<file path="src/rtl/pll_calc_pkg.sv">
package pll_calc_pkg;
  localparam int unsigned VCO_MIN_HZ      = 90_000_000;
  localparam int unsigned VCO_MAX_HZ      = 100_000_000;
  localparam int unsigned REF_HALVE_ABOVE = 15_000_000;
  localparam int unsigned FRAC_DECIMAL    = 10;

  typedef enum logic [2:0] {
    ST_IDLE,
    ST_LD_N,
    ST_RUN_N,
    ST_LD_K,
    ST_RUN_K,
    ST_LD_R,
    ST_RUN_R
  } calc_state_e;
endpackage

</file>
<file path="src/rtl/pll_calc_prep.sv">
module pll_calc_prep
  import pll_calc_pkg::*;
#(
  parameter int FREQ_W = 32,
  parameter int TGT_W  = FREQ_W + 3
) (
  input  logic [FREQ_W-1:0] ref_hz_i,
  input  logic [FREQ_W-1:0] out_hz_i,
  output logic [FREQ_W-1:0] ref_eff_o,
  output logic [TGT_W-1:0]  target_o,
  output logic              ref_div2_o,
  output logic              post_div2_o,
  output logic              bad_o
);
  logic [TGT_W-1:0] times4;

  always_comb begin
    ref_div2_o  = ref_hz_i > FREQ_W'(REF_HALVE_ABOVE);
    ref_eff_o   = ref_div2_o ? (ref_hz_i >> 1) : ref_hz_i;
    times4      = TGT_W'({out_hz_i, 2'b00});
    post_div2_o = times4 < TGT_W'(VCO_MIN_HZ);
    target_o    = post_div2_o ? (times4 << 1) : times4;
    bad_o       = (ref_hz_i == '0)
               || (target_o < TGT_W'(VCO_MIN_HZ))
               || (target_o > TGT_W'(VCO_MAX_HZ));
  end
endmodule

</file>
<file path="src/rtl/pll_calc_div.sv">
module pll_calc_div #(
  parameter int DVD_W = 64,
  parameter int DVS_W = 32
) (
  input  logic             clk_i,
  input  logic             rst_ni,
  input  logic             load_i,
  input  logic [DVD_W-1:0] dividend_i,
  input  logic [DVS_W-1:0] divisor_i,
  output logic             busy_o,
  output logic [DVD_W-1:0] quot_o,
  output logic [DVS_W-1:0] rem_o
);
  localparam int CNT_W = $clog2(DVD_W + 1);

  logic [DVD_W-1:0] quot_q, quot_d;
  logic [DVS_W-1:0] rem_q, rem_d;
  logic [DVS_W-1:0] dvs_q, dvs_d;
  logic [CNT_W-1:0] cnt_q, cnt_d;
  logic [DVS_W:0]   rem_sh;
  logic [DVS_W-1:0] diff;
  logic             fits;
  logic             step_en;

  always_comb begin
    rem_sh  = {rem_q, quot_q[DVD_W-1]};
    fits    = rem_sh >= {1'b0, dvs_q};
    diff    = rem_sh[DVS_W-1:0] - dvs_q;
    step_en = cnt_q != '0;
    quot_d  = quot_q;
    rem_d   = rem_q;
    dvs_d   = dvs_q;
    cnt_d   = cnt_q;
    if (load_i) begin
      quot_d = dividend_i;
      rem_d  = '0;
      dvs_d  = divisor_i;
      cnt_d  = CNT_W'(DVD_W);
    end else if (step_en) begin
      rem_d  = fits ? diff : rem_sh[DVS_W-1:0];
      quot_d = {quot_q[DVD_W-2:0], fits};
      cnt_d  = cnt_q - CNT_W'(1);
    end
  end

  always_ff @(posedge clk_i or negedge rst_ni) begin
    if (!rst_ni) begin
      quot_q <= '0;
      rem_q  <= '0;
      dvs_q  <= '0;
      cnt_q  <= '0;
    end else begin
      quot_q <= quot_d;
      rem_q  <= rem_d;
      dvs_q  <= dvs_d;
      cnt_q  <= cnt_d;
    end
  end

  assign busy_o = step_en;
  assign quot_o = quot_q;
  assign rem_o  = rem_q;

  assert_rem_below_divisor_R4: assert property (@(posedge clk_i) disable iff (!rst_ni)
    step_en |-> (rem_q < dvs_q));
  assert_nonzero_divisor_R8: assert property (@(posedge clk_i) disable iff (!rst_ni)
    load_i |-> (divisor_i != '0));
  assert_no_reload_R10: assert property (@(posedge clk_i) disable iff (!rst_ni)
    load_i |-> !step_en);
endmodule

</file>
<file path="src/rtl/pll_calc_pack.sv">
module pll_calc_pack #(
  parameter int K_W    = 22,
  parameter int WORD_W = 9,
  parameter int N_BITS = WORD_W - (K_W - 2 * WORD_W)
) (
  input  logic [N_BITS-1:0] n_low_i,
  input  logic [K_W-1:0]    k_i,
  output logic [WORD_W-1:0] word_hi_o,
  output logic [WORD_W-1:0] word_mid_o,
  output logic [WORD_W-1:0] word_lo_o
);
  localparam int LOW_WORDS = 2;
  localparam int K_TOP     = K_W - LOW_WORDS * WORD_W;

  logic [LOW_WORDS-1:0][WORD_W-1:0] slice;

  for (genvar g = 0; g < LOW_WORDS; g++) begin : g_slice
    assign slice[g] = k_i[g*WORD_W +: WORD_W];
  end

  assign word_lo_o  = slice[0];
  assign word_mid_o = slice[1];
  assign word_hi_o  = {n_low_i, k_i[K_W-1 -: K_TOP]};
endmodule

</file>
<file path="src/rtl/pll_factor_calc.sv">
module pll_factor_calc
  import pll_calc_pkg::*;
#(
  parameter int FREQ_W = 32,
  parameter int K_W    = 22,
  parameter int WORD_W = 9
) (
  input  logic              clk_i,
  input  logic              rst_ni,
  input  logic              start_i,
  input  logic [FREQ_W-1:0] ref_hz_i,
  input  logic [FREQ_W-1:0] out_hz_i,
  output logic              busy_o,
  output logic              done_o,
  output logic              range_err_o,
  output logic              ref_div2_o,
  output logic              post_div2_o,
  output logic              frac_en_o,
  output logic [FREQ_W-1:0] n_int_o,
  output logic [K_W-1:0]    k_frac_o,
  output logic [WORD_W-1:0] ctl_hi_o,
  output logic [WORD_W-1:0] ctl_mid_o,
  output logic [WORD_W-1:0] ctl_lo_o
);
  localparam int DVD_W  = 2 * FREQ_W;
  localparam int DVS_W  = FREQ_W;
  localparam int TGT_W  = FREQ_W + 3;
  localparam int N_BITS = WORD_W - (K_W - 2 * WORD_W);

  // reset: asserted at once, released through two flops
  logic [1:0] rst_pipe_q;
  logic       rst_n;
  always_ff @(posedge clk_i or negedge rst_ni) begin
    if (!rst_ni) rst_pipe_q <= 2'b00;
    else         rst_pipe_q <= {rst_pipe_q[0], 1'b1};
  end
  assign rst_n = rst_pipe_q[1];

  // front end
  logic [FREQ_W-1:0] prep_ref;
  logic [TGT_W-1:0]  prep_tgt;
  logic              prep_rd2, prep_pd2, prep_bad;

  pll_calc_prep #(.FREQ_W(FREQ_W), .TGT_W(TGT_W)) u_prep (
    .ref_hz_i   (ref_hz_i),
    .out_hz_i   (out_hz_i),
    .ref_eff_o  (prep_ref),
    .target_o   (prep_tgt),
    .ref_div2_o (prep_rd2),
    .post_div2_o(prep_pd2),
    .bad_o      (prep_bad)
  );

  // state
  calc_state_e       st_q, st_d;
  logic [FREQ_W-1:0] ref_q, ref_d;
  logic [TGT_W-1:0]  tgt_q, tgt_d;
  logic [FREQ_W-1:0] nw_q, nw_d;
  logic [FREQ_W-1:0] kq_q, kq_d;
  logic [FREQ_W-1:0] n_q, n_d;
  logic [K_W-1:0]    k_q, k_d;
  logic busy_q, busy_d, done_q, done_d, err_q, err_d;
  logic rd2_q, rd2_d, pd2_q, pd2_d, fe_q, fe_d;

  // shared divider
  logic             div_load, div_busy;
  logic [DVD_W-1:0] div_dvd, div_quot;
  logic [DVS_W-1:0] div_dvs, div_rem;
  logic             round_up;
  logic [K_W-1:0]   k_next;

  always_comb begin
    div_load = 1'b0;
    div_dvd  = '0;
    div_dvs  = '0;
    unique case (st_q)
      ST_LD_N: begin
        div_load = 1'b1;
        div_dvd  = DVD_W'(tgt_q);
        div_dvs  = ref_q;
      end
      ST_LD_K: begin
        div_load = 1'b1;
        div_dvd  = (DVD_W'(div_rem) * DVD_W'(FRAC_DECIMAL)) << K_W;
        div_dvs  = ref_q;
      end
      ST_LD_R: begin
        div_load = 1'b1;
        div_dvd  = DVD_W'(kq_q);
        div_dvs  = DVS_W'(FRAC_DECIMAL);
      end
      default: ;
    endcase
  end

  pll_calc_div #(.DVD_W(DVD_W), .DVS_W(DVS_W)) u_div (
    .clk_i     (clk_i),
    .rst_ni    (rst_n),
    .load_i    (div_load),
    .dividend_i(div_dvd),
    .divisor_i (div_dvs),
    .busy_o    (div_busy),
    .quot_o    (div_quot),
    .rem_o     (div_rem)
  );

  assign round_up = {div_rem, 1'b0} >= (DVS_W + 1)'(FRAC_DECIMAL);
  assign k_next   = div_quot[K_W-1:0] + {{(K_W-1){1'b0}}, round_up};

  // next state
  always_comb begin
    st_d   = st_q;
    ref_d  = ref_q;
    tgt_d  = tgt_q;
    nw_d   = nw_q;
    kq_d   = kq_q;
    n_d    = n_q;
    k_d    = k_q;
    busy_d = busy_q;
    done_d = done_q;
    err_d  = err_q;
    rd2_d  = rd2_q;
    pd2_d  = pd2_q;
    fe_d   = fe_q;
    unique case (st_q)
      ST_IDLE: begin
        if (start_i) begin
          ref_d = prep_ref;
          tgt_d = prep_tgt;
          rd2_d = prep_rd2;
          pd2_d = prep_pd2;
          if (prep_bad) begin
            done_d = 1'b1;
            err_d  = 1'b1;
            n_d    = '0;
            k_d    = '0;
            fe_d   = 1'b0;
          end else begin
            busy_d = 1'b1;
            done_d = 1'b0;
            err_d  = 1'b0;
            st_d   = ST_LD_N;
          end
        end
      end
      ST_LD_N: st_d = ST_RUN_N;
      ST_RUN_N: begin
        if (!div_busy) begin
          nw_d = div_quot[FREQ_W-1:0];
          st_d = ST_LD_K;
        end
      end
      ST_LD_K: st_d = ST_RUN_K;
      ST_RUN_K: begin
        if (!div_busy) begin
          kq_d = div_quot[FREQ_W-1:0];
          st_d = ST_LD_R;
        end
      end
      ST_LD_R: st_d = ST_RUN_R;
      ST_RUN_R: begin
        if (!div_busy) begin
          n_d    = nw_q;
          k_d    = k_next;
          fe_d   = k_next != '0;
          busy_d = 1'b0;
          done_d = 1'b1;
          st_d   = ST_IDLE;
        end
      end
      default: st_d = ST_IDLE;
    endcase
  end

  always_ff @(posedge clk_i or negedge rst_n) begin
    if (!rst_n) begin
      st_q   <= ST_IDLE;
      ref_q  <= '0;
      tgt_q  <= '0;
      nw_q   <= '0;
      kq_q   <= '0;
      n_q    <= '0;
      k_q    <= '0;
      busy_q <= 1'b0;
      done_q <= 1'b0;
      err_q  <= 1'b0;
      rd2_q  <= 1'b0;
      pd2_q  <= 1'b0;
      fe_q   <= 1'b0;
    end else begin
      st_q   <= st_d;
      ref_q  <= ref_d;
      tgt_q  <= tgt_d;
      nw_q   <= nw_d;
      kq_q   <= kq_d;
      n_q    <= n_d;
      k_q    <= k_d;
      busy_q <= busy_d;
      done_q <= done_d;
      err_q  <= err_d;
      rd2_q  <= rd2_d;
      pd2_q  <= pd2_d;
      fe_q   <= fe_d;
    end
  end

  pll_calc_pack #(.K_W(K_W), .WORD_W(WORD_W), .N_BITS(N_BITS)) u_pack (
    .n_low_i   (n_q[N_BITS-1:0]),
    .k_i       (k_q),
    .word_hi_o (ctl_hi_o),
    .word_mid_o(ctl_mid_o),
    .word_lo_o (ctl_lo_o)
  );

  assign busy_o      = busy_q;
  assign done_o      = done_q;
  assign range_err_o = err_q;
  assign ref_div2_o  = rd2_q;
  assign post_div2_o = pd2_q;
  assign frac_en_o   = fe_q;
  assign n_int_o     = n_q;
  assign k_frac_o    = k_q;

  assert_busy_done_excl_R9: assert property (@(posedge clk_i) disable iff (!rst_n)
    !(busy_q && done_q));
  assert_busy_ends_in_done_R9: assert property (@(posedge clk_i) disable iff (!rst_n)
    busy_q |=> (busy_q || done_q));
  assert_err_clears_result_R2: assert property (@(posedge clk_i) disable iff (!rst_n)
    err_q |-> (n_q == '0 && k_q == '0 && !fe_q && !busy_q));
  assert_frac_flag_R6: assert property (@(posedge clk_i) disable iff (!rst_n)
    (done_q && !err_q) |-> (fe_q == (k_q != '0)));
  assert_quot_fits_R4: assert property (@(posedge clk_i) disable iff (!rst_n)
    (st_q == ST_RUN_N && !div_busy) |-> (div_quot[DVD_W-1:FREQ_W] == '0));
  assert_start_ignored_R10: assert property (@(posedge clk_i) disable iff (!rst_n)
    (busy_q && start_i) |=> ($stable(rd2_q) && $stable(pd2_q) && $stable(ref_q)));
  assert_hold_R11: assert property (@(posedge clk_i) disable iff (!rst_n)
    (done_q && !start_i) |=> ($stable(n_q) && $stable(k_q) && $stable(err_q)));
endmodule

</file>
<file path="config.mk">
export PLATFORM = sky130hd
export DESIGN_NAME = pll_factor_calc
export DESIGN_NICKNAME = d
export VERILOG_FILES = /design/src/rtl/pll_calc_pkg.sv /design/src/rtl/pll_calc_prep.sv /design/src/rtl/pll_calc_div.sv /design/src/rtl/pll_calc_pack.sv /design/src/rtl/pll_factor_calc.sv
export SDC_FILE = /design/constraint.sdc
export NUM_CORES = 1
export LEC_CHECK = 0
export ABC_AREA = 1
export BUFFER_PORTS_ARGS = -buffer_cell sky130_fd_sc_hd__buf_4
export CORE_MARGIN = 3
export CORE_UTILIZATION = 40
export CTS_CLUSTER_DIAMETER = 120
export CTS_CLUSTER_SIZE = 8
export DETAILED_ROUTE_END_ITERATION = 6
export GPL_TIMING_DRIVEN = 0
export HOLD_SLACK_MARGIN = 0.05
export SYNTH_ARGS = -nofsm -noshare
export SYNTH_HDL_FRONTEND = slang
export SYNTH_HIERARCHICAL = 1
export SYNTH_SLANG_ARGS = --single-unit
</file>
<file path="constraint.sdc">
create_clock -name clk_i -period 25.3 [get_ports clk_i]
set_input_delay 7.59 -clock clk_i [delete_from_list [all_inputs] [get_ports clk_i]]
set_output_delay 7.59 -clock clk_i [all_outputs]
set_load 0.05 [all_outputs]
</file>
; ---- After elaboration in Yosys (flattened, before gate mapping)
; Cells that the tools add are included.
[op_classes]
multipliers = 1
bitwise_logic = 1
eq_ne = 12
n_reduce_logical = 17
magnitude_cmp = 6
add_sub_neg = 3
mux = 38
[op_table]
columns = operator, count
row1 = $mux 32, 7
row2 = $pmux 58 s3, 1
row3 = $mux 64, 2
row4 = $pmux 32 s2, 2
row5 = $mux 22, 3
row6 = $pmux 22 s2, 1
row7 = $gt 35x27->1 const B, 1
row8 = $lt 35x27->1 const B, 1
row9 = $mul 32x3->35 const B, 1
row10 = $mux 35, 1
row11 = $lt 34x27->1 const B, 1
row12 = $ge 33x32->1, 1
row13 = $ge 33x4->1 const B, 1
row14 = $gt 32x24->1 const B, 1
row15 = $logic_not 32->1, 1
row16 = $sub 32x32->32, 1
row17 = $add 22x1->22, 1
row18 = $reduce_bool 22->1, 1
row19 = $pmux 3 s7, 1
row20 = $mux 3, 5
row21 = $mux 7, 2
row22 = $ne 2x2->1 const B, 6
row23 = $mux 1, 10
row24 = $eq 3x3->1 const B, 3
row25 = 15 further kinds, 23
[word_totals]
out_inout_bits = 87
regBits = 331

; ---- Longest topological paths before layout
[depth]
word_depth = 8
mapped_depth = 27
depth_no_buf = 23

; ---- Cells and area by module
; The synthesis kept the hierarchy.
[modules_own_cells]
columns = module, area_each_um2, seq_area_each_um2, cells_each, n_inst
row1 = pll_factor_calc, 10879.2, 4904.7, 1371, 1
row2 = pll_calc_div, 8562.0, 3378.2, 1215, 1
row3 = pll_calc_prep, 1487.7, 0.0, 329, 1
row4 = pll_calc_pack, 202.7, 0.0, 27, 1

; ---- Least setup slack after synthesis
; OpenSTA, ideal clock, no wires.
[synth_path]
path_kind = input-to-reg
from = in out_hz_i[23]
to = reg n_q[30], in the netlist n_int_o[30]
path_stages = 25
slack_ps = 15442
setup_time_ps = 121
required_ps = 25179
arrival_ps = 9737
cell_sequence = inv_1 -> nand2_1 -> nor2_1 -> nand2_1 -> nor2_2 -> nand2_2 -> nand2_4 -> buf_6 -> buf_6 -> nand2_1 -> o21ai_1 -> nand2_1 -> nor2_2 -> nand2_1 -> nor2_1 -> nand2_1 -> nand2_1 -> nand2_1 -> nand3_1 -> inv_1 -> a21oi_2 -> inv_2 -> buf_6 -> buf_6 -> a22o_1
[synth_via]
elab_chain_cells = 7
[synth_rtl]
columns = item, line
row1 = from (decl), pll_factor_calc.sv:12  ; input logic [FREQ_W-1:0] out_hz_i,
row2 = $lt 34x27->1, pll_calc_prep.sv:21  ; post_div2_o = times4 < TGT_W'(VCO_MIN_HZ);
row3 = $mux 35 (*), pll_calc_prep.sv:22  ; target_o = post_div2_o ? (times4 << 1) : times4;
row4 = $lt 35x27->1, pll_calc_prep.sv:24  ; || (target_o < TGT_W'(VCO_MIN_HZ))
row5 = $logic_or 1x1->1, pll_calc_prep.sv:24
row6 = $logic_or 1x1->1 (*), pll_calc_prep.sv:25  ; || (target_o > TGT_W'(VCO_MAX_HZ));
row7 = net prep_bad, pll_factor_calc.sv:42  ; logic prep_rd2, prep_pd2, prep_bad;
row8 = $ne 2x2->1 (no source line) (*), --
row9 = $reduce_and 4->1 (no source line) (*), --
row10 = to (signal assigned), pll_factor_calc.sv:196  ; n_q <= n_d;
row11 = to (decl), pll_factor_calc.sv:60  ; logic [FREQ_W-1:0] n_q, n_d;
; The timed path passes the listed nets; every way through them passes the cells marked *.
; A chain may end at the register's enable or synchronous reset.

; ---- Final worst setup path
[layout_path]
from = in out_hz_i[23]
to = reg k_q[11], in the netlist k_frac_o[11]
[layout_via]
elab_chain_cells = 7
[layout_rtl]
columns = item, line
row1 = $lt 34x27->1, pll_calc_prep.sv:21
row2 = $mux 35 (*), pll_calc_prep.sv:22
row3 = $lt 35x27->1, pll_calc_prep.sv:24
row4 = $logic_or 1x1->1, pll_calc_prep.sv:24
row5 = $logic_or 1x1->1 (*), pll_calc_prep.sv:25
row6 = net prep_bad, pll_factor_calc.sv:42
row7 = $ne 2x2->1 (no source line) (*), --
row8 = $reduce_and 4->1 (no source line) (*), --
row9 = to (signal assigned), pll_factor_calc.sv:197  ; k_q <= k_d;
row10 = to (decl), pll_factor_calc.sv:61  ; logic [K_W-1:0] k_q, k_d;
; Marked as above.

==> metrics.txt <==
latest clock arrival within the worst-skew pair=580 ps; Hold Crit Class=flip-flop to flip-flop; Distinct cells, synth=51; grt total ovfl=0; power share of the clock group=48.7%; register area=0.00829 sq mm; number of endpoints failing setup at the final stage=0; area inside the core boundary=0.0518 sq mm; die width=236 um; total cell area at the placement stage=0.0233 sq mm; internal power contribution=889 uW; final antenna-violating net count=0; area grow syn2layout=16.2%; violation count after the first detailed-route iteration=1408; number of resized instances in the post-cts repair step=0; sequential element share of the synthesized area=39.2%; Routability Congestion=0.916; clock net sink count=331; Layout Skew=23.3 ps; critical path fanouts, max=10; buffer levels on the longest clock path=3; via count of the first global-routing pass=19.1k; hold buffer count at CTS=0; Root Buffer=sky130_fd_sc_hd__clkbuf_16; Sequential Power Share=47.2%; switching portion of total power=22.6%; non-filler cells, final=3842; final design instance area without fill=0.0246 sq mm; Post-Place Cells=3788; final-report max-slew violation count=0; Crit Path Class=input port to flip-flop; count of antenna diodes in the layout=0; fraction of final layout cells sized beyond drive strength 1=11.7%; die footprint=0.0556 sq mm; number of hold violations in the final report=0; ratio of total power to cell area=46.7 mW/mm^2; TritonCTS clock tree=done; standard-cell row count=83; cells after synthesis=2942; DRC errors left=0; wire length of the first global-routing pass=105000 um; number of antenna violations at the first check in global routing=0; status=finished clean; share of the clock period used by the worst path=39.7%; fin nets=3321; CP startpoint kind=input port; ports placed on the boundary=154; H-Tree Depth=2; sum of negative setup slack=0 ps; worst setup slack for register-to-register paths=21870 ps; pin count of the biggest net entering global routing=69; measured slew at the worst slew-check pin=823 ps; Final Critical Period=10040 ps; vias=19.6k; global routing usage summed across all routing layers=23.6%; endpoint type of the worst setup path=flip-flop; Syn. warnings=6; post-CTS setup buffers=0; Slew Limit Headroom=45.1%; achievable frequency=0.0996 GHz; total CTS buffers=47; via count normalized by instance count=5.10; sw power=259 uW; total wirelength of the detailed-routed design=66500 um; Chip Height=236 um; worst supply voltage drop on vdd=0.0447 mV; unrepaired setup endpoints after global routing=no; Wirelength per Cell=17.3 um; mean instance size in the synthesized netlist=7.18 sq um; maximum capacitance violations=0; number of fill cells in the layout=5250; combinational cell fraction of total power=4.2%; required time worst endpoint=25780 ps; total leakage power=12.8 nW; router iterations before antenna repair=5; multi-input logic area=0.0104 sq mm; final HPWL from detailed placement=54100 um; port buffer count=153; post-CTS clock slew at the launch and capture registers of the worst setup and hold paths=50 ps; summed instance area of the synthesized netlist=0.0211 sq mm; starting utilization of the core area=40.8%; flops & latches, synth=331; Worst EP arrival=10510 ps
## metrics by stage
step	total power, mW	setup WS (ps)	hold WS, ps	util [%]
floorplan	0.574	15390	331	-
global placement	0.595	12000	336	44.7
detailed placement	0.598	14720	353	45.0
CTS	1.16	15300	365	47.4
global route	1.19	15010	377	47.4
finish	1.15	15260	358	47.4
## cell families after synthesis
| family | Yosys count | synth area share, % |
|---|---|---|
| other | 3 | 0.0533 |
| buffers and inverters | 598 | 11.9 |
| AOI/OAI and AO/OA | 532 | 15.0 |
| and+or+nand+nor | 1349 | 26.5 |
| DFF | 331 | 39.2 |
| xor gates and xnor gates | 20 | 0.829 |
| adders and majority gates | 97 | 5.81 |
| muxes | 12 | 0.639 |
## critical path: stages
cell                      delay, ps
sky130_fd_sc_hd__buf_4          110
sky130_fd_sc_hd__inv_1          120
sky130_fd_sc_hd__nand2_1         70
sky130_fd_sc_hd__nor2_1         110
sky130_fd_sc_hd__nand2_1         70
sky130_fd_sc_hd__nor2_2         130
sky130_fd_sc_hd__nand2_2        140
sky130_fd_sc_hd__nand2_4        100
sky130_fd_sc_hd__buf_6          160
sky130_fd_sc_hd__buf_6          150
sky130_fd_sc_hd__nand2_1         50
sky130_fd_sc_hd__o21ai_1         90
sky130_fd_sc_hd__nand2_1         70
sky130_fd_sc_hd__nor2_1         180
sky130_fd_sc_hd__nand2_1        100
sky130_fd_sc_hd__nor2_1          90
sky130_fd_sc_hd__nand3_1         80
sky130_fd_sc_hd__nand2_1         70
sky130_fd_sc_hd__nand3_1         60
sky130_fd_sc_hd__inv_1          250
sky130_fd_sc_hd__a21oi_2        120
sky130_fd_sc_hd__inv_2          110
sky130_fd_sc_hd__buf_6          160
sky130_fd_sc_hd__buf_4          180
sky130_fd_sc_hd__nand2_1         60
sky130_fd_sc_hd__o21ai_0         70
## power groups by stage
stage	logic [mW]	clock network (mW)	registers, mW
floorplan	0.0178	0	0.556
global placement	0.0364	0	0.558
detailed placement	0.0483	0	0.550
CTS	0.0486	0.572	0.541
global route	0.0539	0.596	0.542
finish	0.0478	0.559	0.541
## state kept, by name, summed over array words and instances, names as in the netlist, 2 cells and up
register	flops
u_div/quot_o	64
tgt_q	35
kq_q	32
n_int_o	32
nw_q	32
ref_q	32
u_div/dvs_q	32
u_div/rem_o	32
k_frac_o	22
u_div/cnt_q	7
st_q	3
rst_pipe_q	2
## routing by layer
layer	global-route usage, %	wire (um)	vias to the layer above
li1	-	-	9837
met3	3.61	3400	104
met1	31.6	29700	9150
met2	39.5	31400	487
met5	0	0	-
met4	7.21	2040	0
## Yosys cell counts (all sizes together)
master   number  area share, %
a211oi        1          0.036
a21boi        2          0.071
a21o          7           0.25
a21oi        97            2.4
a22o         37            1.5
a22oi         2          0.071
a31oi         1          0.030
and2          3          0.089
buf          78            2.7
clkbuf       65            1.2
clkinv        3          0.053
conb          3          0.053
dfrtp       331             39
fa            2           0.19
ha           95            5.6
inv         452            8.0
mux2         12           0.64
nand2       891             16
nand3       149            3.6
nand3b       15           0.53
nand4        20           0.62
nor2        233            4.6
nor3         19           0.47
nor3b         1          0.036
nor4         14           0.41
o2111ai       1          0.041
o211ai       25           0.89
o21a          6           0.21
o21ai       277            6.7
o21bai        6           0.21
o221ai       42            1.7
o22ai        28           0.83
or2           4           0.12
xnor2        15           0.62
xor2          5           0.21
## cell usage in the layout (no fill, tap or decap), types with 6 or more instances in the layout
master / instances
sky130_fd_sc_hd__ha_1: 95
sky130_fd_sc_hd__o22ai_1: 28
sky130_fd_sc_hd__clkbuf_1: 68
sky130_fd_sc_hd__buf_6: 13
sky130_fd_sc_hd__a21oi_1: 94
sky130_fd_sc_hd__xnor2_1: 15
sky130_fd_sc_hd__nand2_2: 6
sky130_fd_sc_hd__nor3_1: 18
sky130_fd_sc_hd__nor4_1: 14
sky130_fd_sc_hd__o21a_1: 6
sky130_fd_sc_hd__conb_1: 11
sky130_fd_sc_hd__a22o_1: 37
sky130_fd_sc_hd__nor2_1: 212
sky130_fd_sc_hd__o21ai_0: 246
sky130_fd_sc_hd__buf_4: 191
sky130_fd_sc_hd__o221ai_1: 42
sky130_fd_sc_hd__clkbuf_16: 48
sky130_fd_sc_hd__nor2_2: 14
sky130_fd_sc_hd__nand3b_1: 15
sky130_fd_sc_hd__o211ai_1: 25
sky130_fd_sc_hd__nand3_1: 147
sky130_fd_sc_hd__a21o_1: 7
sky130_fd_sc_hd__o21ai_2: 8
sky130_fd_sc_hd__mux2_2: 12
sky130_fd_sc_hd__nand2_1: 882
sky130_fd_sc_hd__o21ai_1: 23
sky130_fd_sc_hd__o21bai_1: 6
sky130_fd_sc_hd__nand4_1: 19
sky130_fd_sc_hd__dfrtp_1: 330
sky130_fd_sc_hd__buf_2: 27
sky130_fd_sc_hd__inv_1: 432
sky130_fd_sc_hd__inv_2: 20
## final timing paths
kind                                 start             to  depth (start not counted)
setup / recovery              out_hz_i[23]   k_frac_o[11]                         26
hold / removal               rst_pipe_q[0]  rst_pipe_q[1]                          0
setup reg to reg           u_div/rem_o[31]      frac_en_o                         18
hold reg to reg              rst_pipe_q[0]  rst_pipe_q[1]                          0
max in group asynchronous           rst_ni  rst_pipe_q[1]                          1
min in group asynchronous    rst_pipe_q[1]      ref_q[22]                          0
## final cells by class
class,count,share of cell area [%]
flip-flops and latches,331,33.7
multi-input cells,2021,42.2
clock inverters,3,0.209
repair buffers,158,5.21
inverters,455,6.95
plain buffers,143,3.30
well taps,680,3.46
clock buffers,51,4.94
Power figures use the tool's default switching activity.
